## src/rtl/kwu_pkg.sv

```systemverilog
package kwu_pkg;
  localparam int unsigned KW_W      = 8;
  localparam int unsigned KW_GROUPS = 3;
  localparam int unsigned KW_AW     = 3;

  typedef logic [KW_W-1:0] kw_vec_t;

  typedef enum logic [KW_AW-1:0] {
    A_FLAG_D = 3'd0, A_EN_D = 3'd1,
    A_FLAG_H = 3'd2, A_EN_H = 3'd3,
    A_FLAG_J = 3'd4, A_EN_J = 3'd5,
    A_POL_J  = 3'd6, A_NONE = 3'd7
  } kw_addr_e;

  // Active-edge hits per pin: rise bit 1 = rising edge, 0 = falling edge.
  function automatic kw_vec_t kw_edge_hits(kw_vec_t prev, kw_vec_t cur, kw_vec_t rise);
    return (rise & ~prev & cur) | (~rise & prev & ~cur);
  endfunction

  // Write-one-to-clear with set priority.
  function automatic kw_vec_t kw_flag_next(kw_vec_t flag, kw_vec_t clr, kw_vec_t hit);
    return (flag & ~clr) | hit;
  endfunction
endpackage

```

## src/rtl/kwu_sync.sv

```systemverilog
module kwu_sync
  import kwu_pkg::*;
#(
  parameter int unsigned STAGES = 2
) (
  input  logic    clk,
  input  logic    rst_n,
  input  kw_vec_t pin_i,
  output kw_vec_t level_o,
  output kw_vec_t hist_o
);
  kw_vec_t chain_q [STAGES];
  kw_vec_t hist_q;

  always_ff @(posedge clk or negedge rst_n) begin
    if (!rst_n) begin
      for (int s = 0; s < STAGES; s++) chain_q[s] <= '1;
      hist_q <= '1;
    end else begin
      chain_q[0] <= pin_i;
      for (int s = 1; s < STAGES; s++) chain_q[s] <= chain_q[s-1];
      hist_q <= chain_q[STAGES-1];
    end
  end

  assign level_o = chain_q[STAGES-1];
  assign hist_o  = hist_q;
endmodule

```

## src/rtl/kwu_group.sv

```systemverilog
module kwu_group
  import kwu_pkg::*;
#(
  parameter int unsigned SYNC_STAGES = 2
) (
  input  logic    clk,
  input  logic    rst_n,
  input  kw_vec_t pin_i,
  input  kw_vec_t rise_i,
  input  logic    mute_i,
  input  logic    flag_wr_i,
  input  logic    en_wr_i,
  input  kw_vec_t wdata_i,
  output kw_vec_t flag_o,
  output kw_vec_t en_o,
  output kw_vec_t hit_o,
  output kw_vec_t async_hit_o,
  output logic    req_o
);
  kw_vec_t level, hist, flag_q, en_q, clr;

  kwu_sync #(.STAGES(SYNC_STAGES)) u_sync (
    .clk     (clk),
    .rst_n   (rst_n),
    .pin_i   (pin_i),
    .level_o (level),
    .hist_o  (hist)
  );

  // Clocked path: synchronized level against its history.
  assign hit_o = mute_i ? '0 : kw_edge_hits(hist, level, rise_i);
  // Unclocked path: raw pin against the last sampled level.
  assign async_hit_o = kw_edge_hits(hist, pin_i, rise_i);
  assign clr = flag_wr_i ? wdata_i : '0;

  always_ff @(posedge clk or negedge rst_n) begin
    if (!rst_n) begin
      flag_q <= '0;
      en_q   <= '0;
    end else begin
      flag_q <= kw_flag_next(flag_q, clr, hit_o);
      if (en_wr_i) en_q <= wdata_i;
    end
  end

  assign flag_o = flag_q;
  assign en_o   = en_q;
  assign req_o  = |(flag_q & en_q);
endmodule

```

## src/rtl/keywake_ctrl.sv

```systemverilog
module keywake_ctrl
  import kwu_pkg::*;
#(
  parameter int unsigned SYNC_STAGES = 2
) (
  input  logic             clk,
  input  logic             rst_n,
  input  logic             stop_mode,
  input  logic             irq_en,
  input  logic             ext_irq,
  input  logic [KW_W-1:0]  pin_d,
  input  logic [KW_W-1:0]  pin_h,
  input  logic [KW_W-1:0]  pin_j,
  input  logic             reg_wr,
  input  logic [KW_AW-1:0] reg_addr,
  input  logic [KW_W-1:0]  reg_wdata,
  output logic [KW_W-1:0]  reg_rdata,
  output logic             irq_d,
  output logic             irq_h,
  output logic             irq_j,
  output logic             wake
);
  localparam int unsigned NG    = KW_GROUPS;
  localparam int          D_IDX = 0;
  localparam int          H_IDX = 1;
  localparam int          J_IDX = 2;

  logic [NG-1:0][KW_W-1:0] pins, rise, flag_q, en_q, hit_q, ahit;
  logic [NG-1:0]           grp_req, stop_hit;
  kw_vec_t                 pol_q;
  logic                    pol_wr, stop_wake;

  assign pins   = {pin_j, pin_h, pin_d};
  assign rise   = {pol_q, {KW_W{1'b0}}, {KW_W{1'b0}}};
  assign pol_wr = reg_wr && (reg_addr == A_POL_J);

  for (genvar g = 0; g < NG; g++) begin : g_grp
    logic flag_wr, en_wr;
    assign flag_wr = reg_wr && (reg_addr == KW_AW'(2 * g));
    assign en_wr   = reg_wr && (reg_addr == KW_AW'(2 * g + 1));

    kwu_group #(.SYNC_STAGES(SYNC_STAGES)) u_grp (
      .clk         (clk),
      .rst_n       (rst_n),
      .pin_i       (pins[g]),
      .rise_i      (rise[g]),
      .mute_i      ((g == J_IDX) ? pol_wr : 1'b0),
      .flag_wr_i   (flag_wr),
      .en_wr_i     (en_wr),
      .wdata_i     (reg_wdata),
      .flag_o      (flag_q[g]),
      .en_o        (en_q[g]),
      .hit_o       (hit_q[g]),
      .async_hit_o (ahit[g]),
      .req_o       (grp_req[g])
    );

    assign stop_hit[g] = |(en_q[g] & ahit[g]);
  end

  always_ff @(posedge clk or negedge rst_n) begin
    if (!rst_n)      pol_q <= '0;
    else if (pol_wr) pol_q <= reg_wdata;
  end

  always_comb begin
    reg_rdata = '0;
    if (reg_addr == A_POL_J) reg_rdata = pol_q;
    else begin
      for (int g = 0; g < NG; g++) begin
        if (reg_addr == KW_AW'(2 * g))     reg_rdata = flag_q[g];
        if (reg_addr == KW_AW'(2 * g + 1)) reg_rdata = en_q[g];
      end
    end
  end

  assign irq_d     = irq_en & (ext_irq | grp_req[D_IDX]);
  assign irq_h     = grp_req[H_IDX];
  assign irq_j     = grp_req[J_IDX];
  assign stop_wake = stop_mode & ((irq_en & stop_hit[D_IDX]) | stop_hit[H_IDX] | stop_hit[J_IDX]);
  assign wake      = irq_d | irq_h | irq_j | stop_wake;
endmodule

```

## config.mk

```make
export PLATFORM = sky130hd
export DESIGN_NAME = keywake_ctrl
export DESIGN_NICKNAME = d
export VERILOG_FILES = /design/src/rtl/kwu_pkg.sv /design/src/rtl/kwu_sync.sv /design/src/rtl/kwu_group.sv /design/src/rtl/keywake_ctrl.sv
export SDC_FILE = /design/constraint.sdc
export NUM_CORES = 1
export LEC_CHECK = 0
export ABC_AREA = 1
export BUFFER_PORTS_ARGS = -buffer_cell sky130_fd_sc_hd__buf_2
export CORE_MARGIN = 8
export CORE_UTILIZATION = 40
export DETAILED_ROUTE_END_ITERATION = 16
export PLACE_DENSITY_LB_ADDON = 0.25
export SETUP_SLACK_MARGIN = 0.15
export SLEW_MARGIN = 20
export SYNTH_ARGS = -nofsm -noshare
export SYNTH_HDL_FRONTEND = slang
export SYNTH_SLANG_ARGS = --single-unit
```

## constraint.sdc

```tcl
create_clock -name clk -period 1.5 [get_ports clk]
set_input_delay 0.15 -clock clk [delete_from_list [all_inputs] [get_ports clk]]
set_output_delay 0.15 -clock clk [all_outputs]
set_load 0.005 [all_outputs]
```

==> flow_summary_export.csv, run 1 <==
group,metric,value,unit
power,power.total,0.00953,W
drt,vias_per_cell,5.03,
power,p_per_area,1370,mW/mm2
timing,relSlewSlack,66.9,%
timing,finalMaxSlewViolations,0,
setup_path,path_class,"register to output pin",
timing,clock-skew-final,0.00744,ns
setup_path,reg2reg_depth,4,
outcome,status,"complete, but fails checks",
floorplan,io_pins,53,
setup_path,cp.arrival,1.77,ns
clock_tree,clock_latency,0.43,ns
clock_tree,cts_buffer_depth,2,
drt,wire_per_inst,16.0,um
worst_hold_path,min_to,"g_grp[2].u_grp.flag_o[3]$_DFF_PN0_",
timing,finalSetupViolCount,12,
setup_path,cp-start-kind,"register",
global_route,antenna_found_initial,0,
timing,fin_crit_sh,128,%
place,dp.final_hpwl,9500,um
finish,num_antenna_cells,0,
floorplan,rows,41,
worst_hold_path,hp-class,"input pin to register",
global_route,grt_pass1_vias,4420,
synth,synth_warnings,0,
place,dp.cells,776,
drt,remaining_drc_errors,0,
place,place_ws,-0.0777,ns
clock_tree,clk_pin_slew_worst_paths,0.06,ns
timing,setup_ws,-0.417,ns
floorplan,die_w,130,um
place,io_buffer_count,52,
timing,rsz0062_at_grt,"true",
timing,hold_viol,0,
place,placed_cell_area,0.00593,mm2
timing,tightest_slew,0.497,ns
setup_path,reg2reg_to,"g_grp[2].u_grp.flag_o[2]$_DFF_PN0_",
drt,vias,4221,
synth,syn_area,0.00519,mm2
finish,drive_gt1_share,37.9,%
drt,drt_iter0_drc,364,
power,ir_drop,0.000832,V
floorplan,die_area,0.0169,mm2
power,p_leak,3.29,nW
clock_tree,cts_buffers,17,
setup_path,endpoint_kind,"output pin",
finish,final_cells,840,
synth,ys_seq_area_share,63.4,%
floorplan,die_h,130,um
flow_run,cap_violations,0,
clock_tree,numClockSinks,128,
global_route,grt_usage,17.3,%
finish,area_growth,34.3,%
worst_hold_path,min-delay-start,"reg_wdata[3]",
clock_tree,h-tree-depth,4,
synth,syn_inst,521,
worst_hold_path,hold_depth,3,
clock_tree,root_buffer,"clkbuf_16",
drt,drt_wl_total,13500,um
global_route,grt_remaining_overflow,0,
timing,holdWs,0.0769,ns
synth,postSynthAreaPerCell,9.97,um2
synth,ys_types,29,
setup_path,worstPathRequired,1.35,ns
place,place_congestion,0.918,
global_route,grt_max_degree,41,
synth,syn_nets,562,
finish,fin_area,0.00697,mm2
outcome,violations,"negative setup slack",
setup_path,timing.rr.start,"pol_q[2]$_DFFE_PN0P_",
drt,drt-pass1-iter-count,5,
synth,ys_ff_latch,128,
floorplan,core,0.0127,mm2
timing,finalCriticalPeriod,1.92,ns
clock_tree,cts_tree,"built",
setup_path,crit_fanout,4,
setup_path,r2r_setup_slack,0.44,ns
finish,final_nets,696,
global_route,grt_pass1_wl,22100,um
timing,timing.fmax,522,MHz
drt,final_antenna_net_count,0,
floorplan,initial_core_util,41.0,%
## report_power, final
part	total, W	internal (W)	switching [W]
Sequential	0.00408	0.00383	0.000249
Clock	0.00415	0.00261	0.00154
Combinational	0.00129	0.000590	0.000702
Total	0.00953	0.00704	0.00249
## routing by layer
metal,part of all wire [%],track usage [%],wire (um),vias up
met5,0,0,0,-
met3,4.8,4.98,643,26
li1,-,-,-,1995
met4,2.8,8.27,376,0
met1,46,21.4,6160,2090
met2,47,27.5,6300,110
## area by class of cell
type / count / area [um2]
fill: 1146 / 5700
clock inverter: 13 / 164
clock buffer: 19 / 433
tap: 172 / 215
timing repair buffer: 120 / 886
inverter: 79 / 299
sequential: 128 / 3290
multi-input combinational: 309 / 1680
## worst max path at each step
stage / start / to / cells after the start
floorplan: g_grp[2].u_grp.u_sync.hist_o[3]$_DFF_PN1_ / wake / 9
global placement: g_grp[1].u_grp.en_o[0]$_DFFE_PN0P_ / wake / 9
detailed placement: g_grp[1].u_grp.en_o[0]$_DFFE_PN0P_ / wake / 9
CTS: g_grp[2].u_grp.u_sync.hist_o[3]$_DFF_PN1_ / wake / 10
global route: g_grp[2].u_grp.u_sync.hist_o[0]$_DFF_PN1_ / wake / 8
finish: g_grp[2].u_grp.en_o[2]$_DFFE_PN0P_ / wake / 8
## Yosys cell counts, drive strengths merged
cell type,count,area (um2)
o21bai,5,37.5
a21boi,4,30.0
dfstp,72,1890
a22o,4,35.0
inv,79,297
o21a,3,22.5
o22ai,11,68.8
a21oi,13,65.1
nor2,27,109
o211ai,3,22.5
buf,5,37.5
o21ai,82,440
o2111ai,5,43.8
nand3b,1,7.51
nand2,114,445
dfrtp,56,1400
o31ai,7,52.6
nand3,24,125
a32o,1,10.0
nand4,3,18.8
nor3,2,32.5
## repair_timing
action	CTS	global route
endpoints found under the hold margin	37	0
setup endpoints to repair	12	12
setup buffers	1	6
resized for setup	32	14
hold buffers	25	0
pin swaps	17	20
## cells in the final DEF, fill, tap and decap left out, drive strengths merged
cell         count
a32o             1
dfrtp           56
clkbuf          19
nand3b           1
nor3             2
nand4            3
a21oi           13
buf             95
o211ai           3
a22o             4
a21boi           4
o21ai           82
nand2          114
dfstp           72
o2111ai          5
dlygate4sd3     25
o21bai           5
inv             81
nand3           24
bufinv           3
clkinv           6
o31ai            7
nor2            27
clkinvlp         2
o21a             3
o22ai           11
## logic make-up after synthesis
| group | share of synthesized area [%] |
|---|---|
| AOI/OAI and AO/OA | 15.9 |
| DFF | 63.4 |
| buffers and inverters | 6.43 |
| and+or+nand+nor | 14.2 |
## critical path: stages (launching register included)
cell and delay, ns:
dfrtp_1 0.41, a22o_1 0.21, nor2_1 0.14, nand2_1 0.14, nor2_1 0.14, nand2_1 0.06, inv_1 0.05, nand2_1 0.06
buf_2 0.13
## registers in the layout, summed over array words and instances, names as in the netlist
register                    count
g_grp.u_grp.u_sync.level_o     24
pol_q                           8
g_grp.u_grp.en_o               24
g_grp.u_grp.u_sync.hist_o      24
g_grp.u_grp.flag_o             24
g_grp.u_grp.u_sync.chain_q     24
## per-stage QoR
step | utilization (%) | setup TNS [ns]
final | 55.0 | -1.89
after global routing | 55.0 | -2.68
after CTS | 54.3 | -2.12
after detailed placement | 46.8 | -0.172
after global placement | 46.8 | -0.0753
after floorplan | - | 0
(Power assumes the default switching activity.)
==> run 2: changes to the inputs <==
Settings changed: BUFFER_PORTS_ARGS -buffer_cell sky130_fd_sc_hd__buf_2 to -buffer_cell sky130_fd_sc_hd__buf_4.
==> run 2 against run 1 <==
Net effect: the run still ends with negative setup slack left; via count grew 0.85%; final cell count grew 1.9%; register-to-register slack lost 0.93 ns.
==> flow_summary_export.csv, run 2 (same netlist as run 1, synthesis figures left out) <==
group,metric,value,unit
outcome,status,"complete, but fails checks",
outcome,violations,"negative setup slack",
timing,relSlewSlack,72.7,%
floorplan,io_pins,53,
global_route,grt_usage,17.8,%
floorplan,initial_core_util,41.0,%
setup_path,crit_fanout,4,
floorplan,die_area,0.0169,mm2
floorplan,rows,41,
place,place_congestion,0.843,
place,io_buffer_count,52,
timing,setup_ws,-0.492,ns
finish,num_antenna_cells,0,
global_route,antenna_found_initial,0,
floorplan,die_w,130,um
setup_path,endpoint_kind,"register",
clock_tree,cts_tree,"built",
power,p_sw_share,25.5,%
place,dp.final_hpwl,9630,um
finish,drive_gt1_share,40.2,%
global_route,grt_remaining_overflow,0,
power,seqPwrFrac,41.2,%
drt,drt_iter0_drc,300,
floorplan,core,0.0127,mm2
power,power.internal,0.00736,W
flow_run,cap_violations,0,
timing,finalSetupViolCount,13,
timing,rsz0062_at_grt,"true",
timing,timing.fmax,502,MHz
finish,final_nets,713,
clock_tree,clk_pin_slew_worst_paths,0.05,ns
finish,final_cells,856,
global_route,grt_pass1_wl,22600,um
global_route,grt_pass1_vias,4459,
power,p_leak,3.43,nW
timing,clock-skew-final,0.00571,ns
clock_tree,h-tree-depth,4,
place,dp.cells,779,
setup_path,worstPathRequired,1.86,ns
timing,tightest_slew,0.408,ns
timing,hold_viol,0,
timing,finalMaxSlewViolations,0,
power,power.total,0.00989,W
drt,vias_per_cell,4.97,
timing,finalCriticalPeriod,1.99,ns
worst_hold_path,hp-class,"input pin to register",
drt,wire_per_inst,16.1,um
timing,fin_crit_sh,133,%
global_route,grt_max_degree,44,
power,p_per_area,1360,mW/mm2
clock_tree,root_buffer,"clkbuf_16",
clock_tree,cts_buffers,17,
power,ir_drop,0.000918,V
drt,final_antenna_net_count,0,
clock_tree,numClockSinks,128,
drt,remaining_drc_errors,0,
setup_path,cp.arrival,2.35,ns
clock_tree,cts_buffer_depth,2,
finish,most-common-layout-cells,"nand2_1 (101), buf_4 (101), dfstp_2 (72), inv_1 (65)",
setup_path,path_class,"register to register",
setup_path,cp-start-kind,"register",
finish,n_fill_cell,1110,
drt,vias,4257,
power,switchingPower,0.00252,W
power,clock_power_share,44.0,%
drt,drt-pass1-iter-count,5,
drt,drt_wl_total,13800,um
power,pwr-share-comb,14.8,%
floorplan,die_h,130,um
clock_tree,clock_latency,0.42,ns
finish,area_growth,39.9,%
## run 2: cell count changes in the layout (fill, tap and decap cells not counted), moves of 2 or more
cell	delta
buf_2	-50
buf_4	+64
buf_6	+3
clkbuf_1	-2
nand2_1	-4
nand2_2	+4
o21ai_0	-3
o21ai_1	+3
## run 2: routing by layer
| metal | wire length (um) | up-vias | part of all wire (%) | track usage, % |
|---|---|---|---|---|
| li1 | - | 2016 | - | - |
| met1 | 6050 | 2090 | 44 | 22.0 |
| met2 | 6700 | 129 | 49 | 28.8 |
| met3 | 771 | 22 | 5.6 | 5.43 |
| met4 | 274 | 0 | 2.0 | 6.69 |
| met5 | 0 | - | 0 | 0 |
## run 2: power groups by stage
stage	Clock [W]	Combinational, W	Sequential, W
after floorplan	0	0.000600	0.00405
after global placement	0	0.00114	0.00410
after detailed placement	0	0.00116	0.00412
after CTS	0.00443	0.00142	0.00407
after global routing	0.00458	0.00162	0.00411
final	0.00435	0.00146	0.00408
## run 2: what timing repair did
item | CTS | global route
hold buffers | 25 | 0
resized for setup | 47 | 9
pin swaps | 30 | 18
endpoints found under the hold margin | 92 | 0
setup endpoints to repair | 12 | 13
setup buffers | 18 | 3
## run 2: through the flow
stage	hold slack (ns)	area, um2	setup TNS [ns]	util (%)	setup WS (ns)
2_1_floorplan	-0.146	5190	0	-	0.260
3_3_place_gp	0.0649	6080	-0.164	48.0	-0.0794
3_5_place_dp	0.0645	6080	-0.182	48.0	-0.0863
4_1_cts	0.0870	7230	-2.62	57.0	-0.455
5_1_grt	0.0773	7270	-3.43	57.4	-0.554
6_report	0.0997	7270	-2.52	57.4	-0.492
## run 2: worst max-delay path: stages (launching register included)
cell     delay (ns)
dfrtp_1        0.42
nand2_2        0.08
buf_4          0.13
buf_4          0.13
buf_4          0.12
buf_4          0.12
buf_4          0.12
buf_4          0.12
buf_4          0.12
buf_4          0.12
buf_4          0.12
buf_4          0.13
nand2_2        0.04
a32o_1         0.16
## run 2: path summary, 6_finish.rpt
| check | to | start | slack (ns) | cells past startpoint |
|---|---|---|---|---|
| worst min register to register | g_grp[0].u_grp.u_sync.level_o[2]$_DFF_PN1_ | g_grp[0].u_grp.u_sync.chain_q[10]$_DFF_PN1_ | 0.35 | 0 |
| max in group asynchronous | g_grp[1].u_grp.u_sync.hist_o[2]$_DFF_PN1_ | rst_n | 0.72 | 3 |
| worst max-delay path | g_grp[2].u_grp.flag_o[3]$_DFF_PN0_ | pol_q[3]$_DFFE_PN0P_ | -0.49 | 13 |
| worst max register to register | g_grp[2].u_grp.flag_o[3]$_DFF_PN0_ | pol_q[3]$_DFFE_PN0P_ | -0.49 | 13 |
| min in group asynchronous | pol_q[2]$_DFFE_PN0P_ | rst_n | 0.17 | 2 |
| worst min-delay path | g_grp[2].u_grp.flag_o[3]$_DFF_PN0_ | reg_wdata[3] | 0.1 | 3 |
## run 2: final cells by class
type / count / area (um2) / share of cell area (%)
well taps: 172 / 215 / 2.96
flip-flops and latches: 128 / 3290 / 45.3
multi-input cells: 309 / 1680 / 23.2
clock inverters: 13 / 188 / 2.58
repair buffers: 137 / 1150 / 15.8
clock buffers: 18 / 439 / 6.04
inverters: 79 / 299 / 4.12
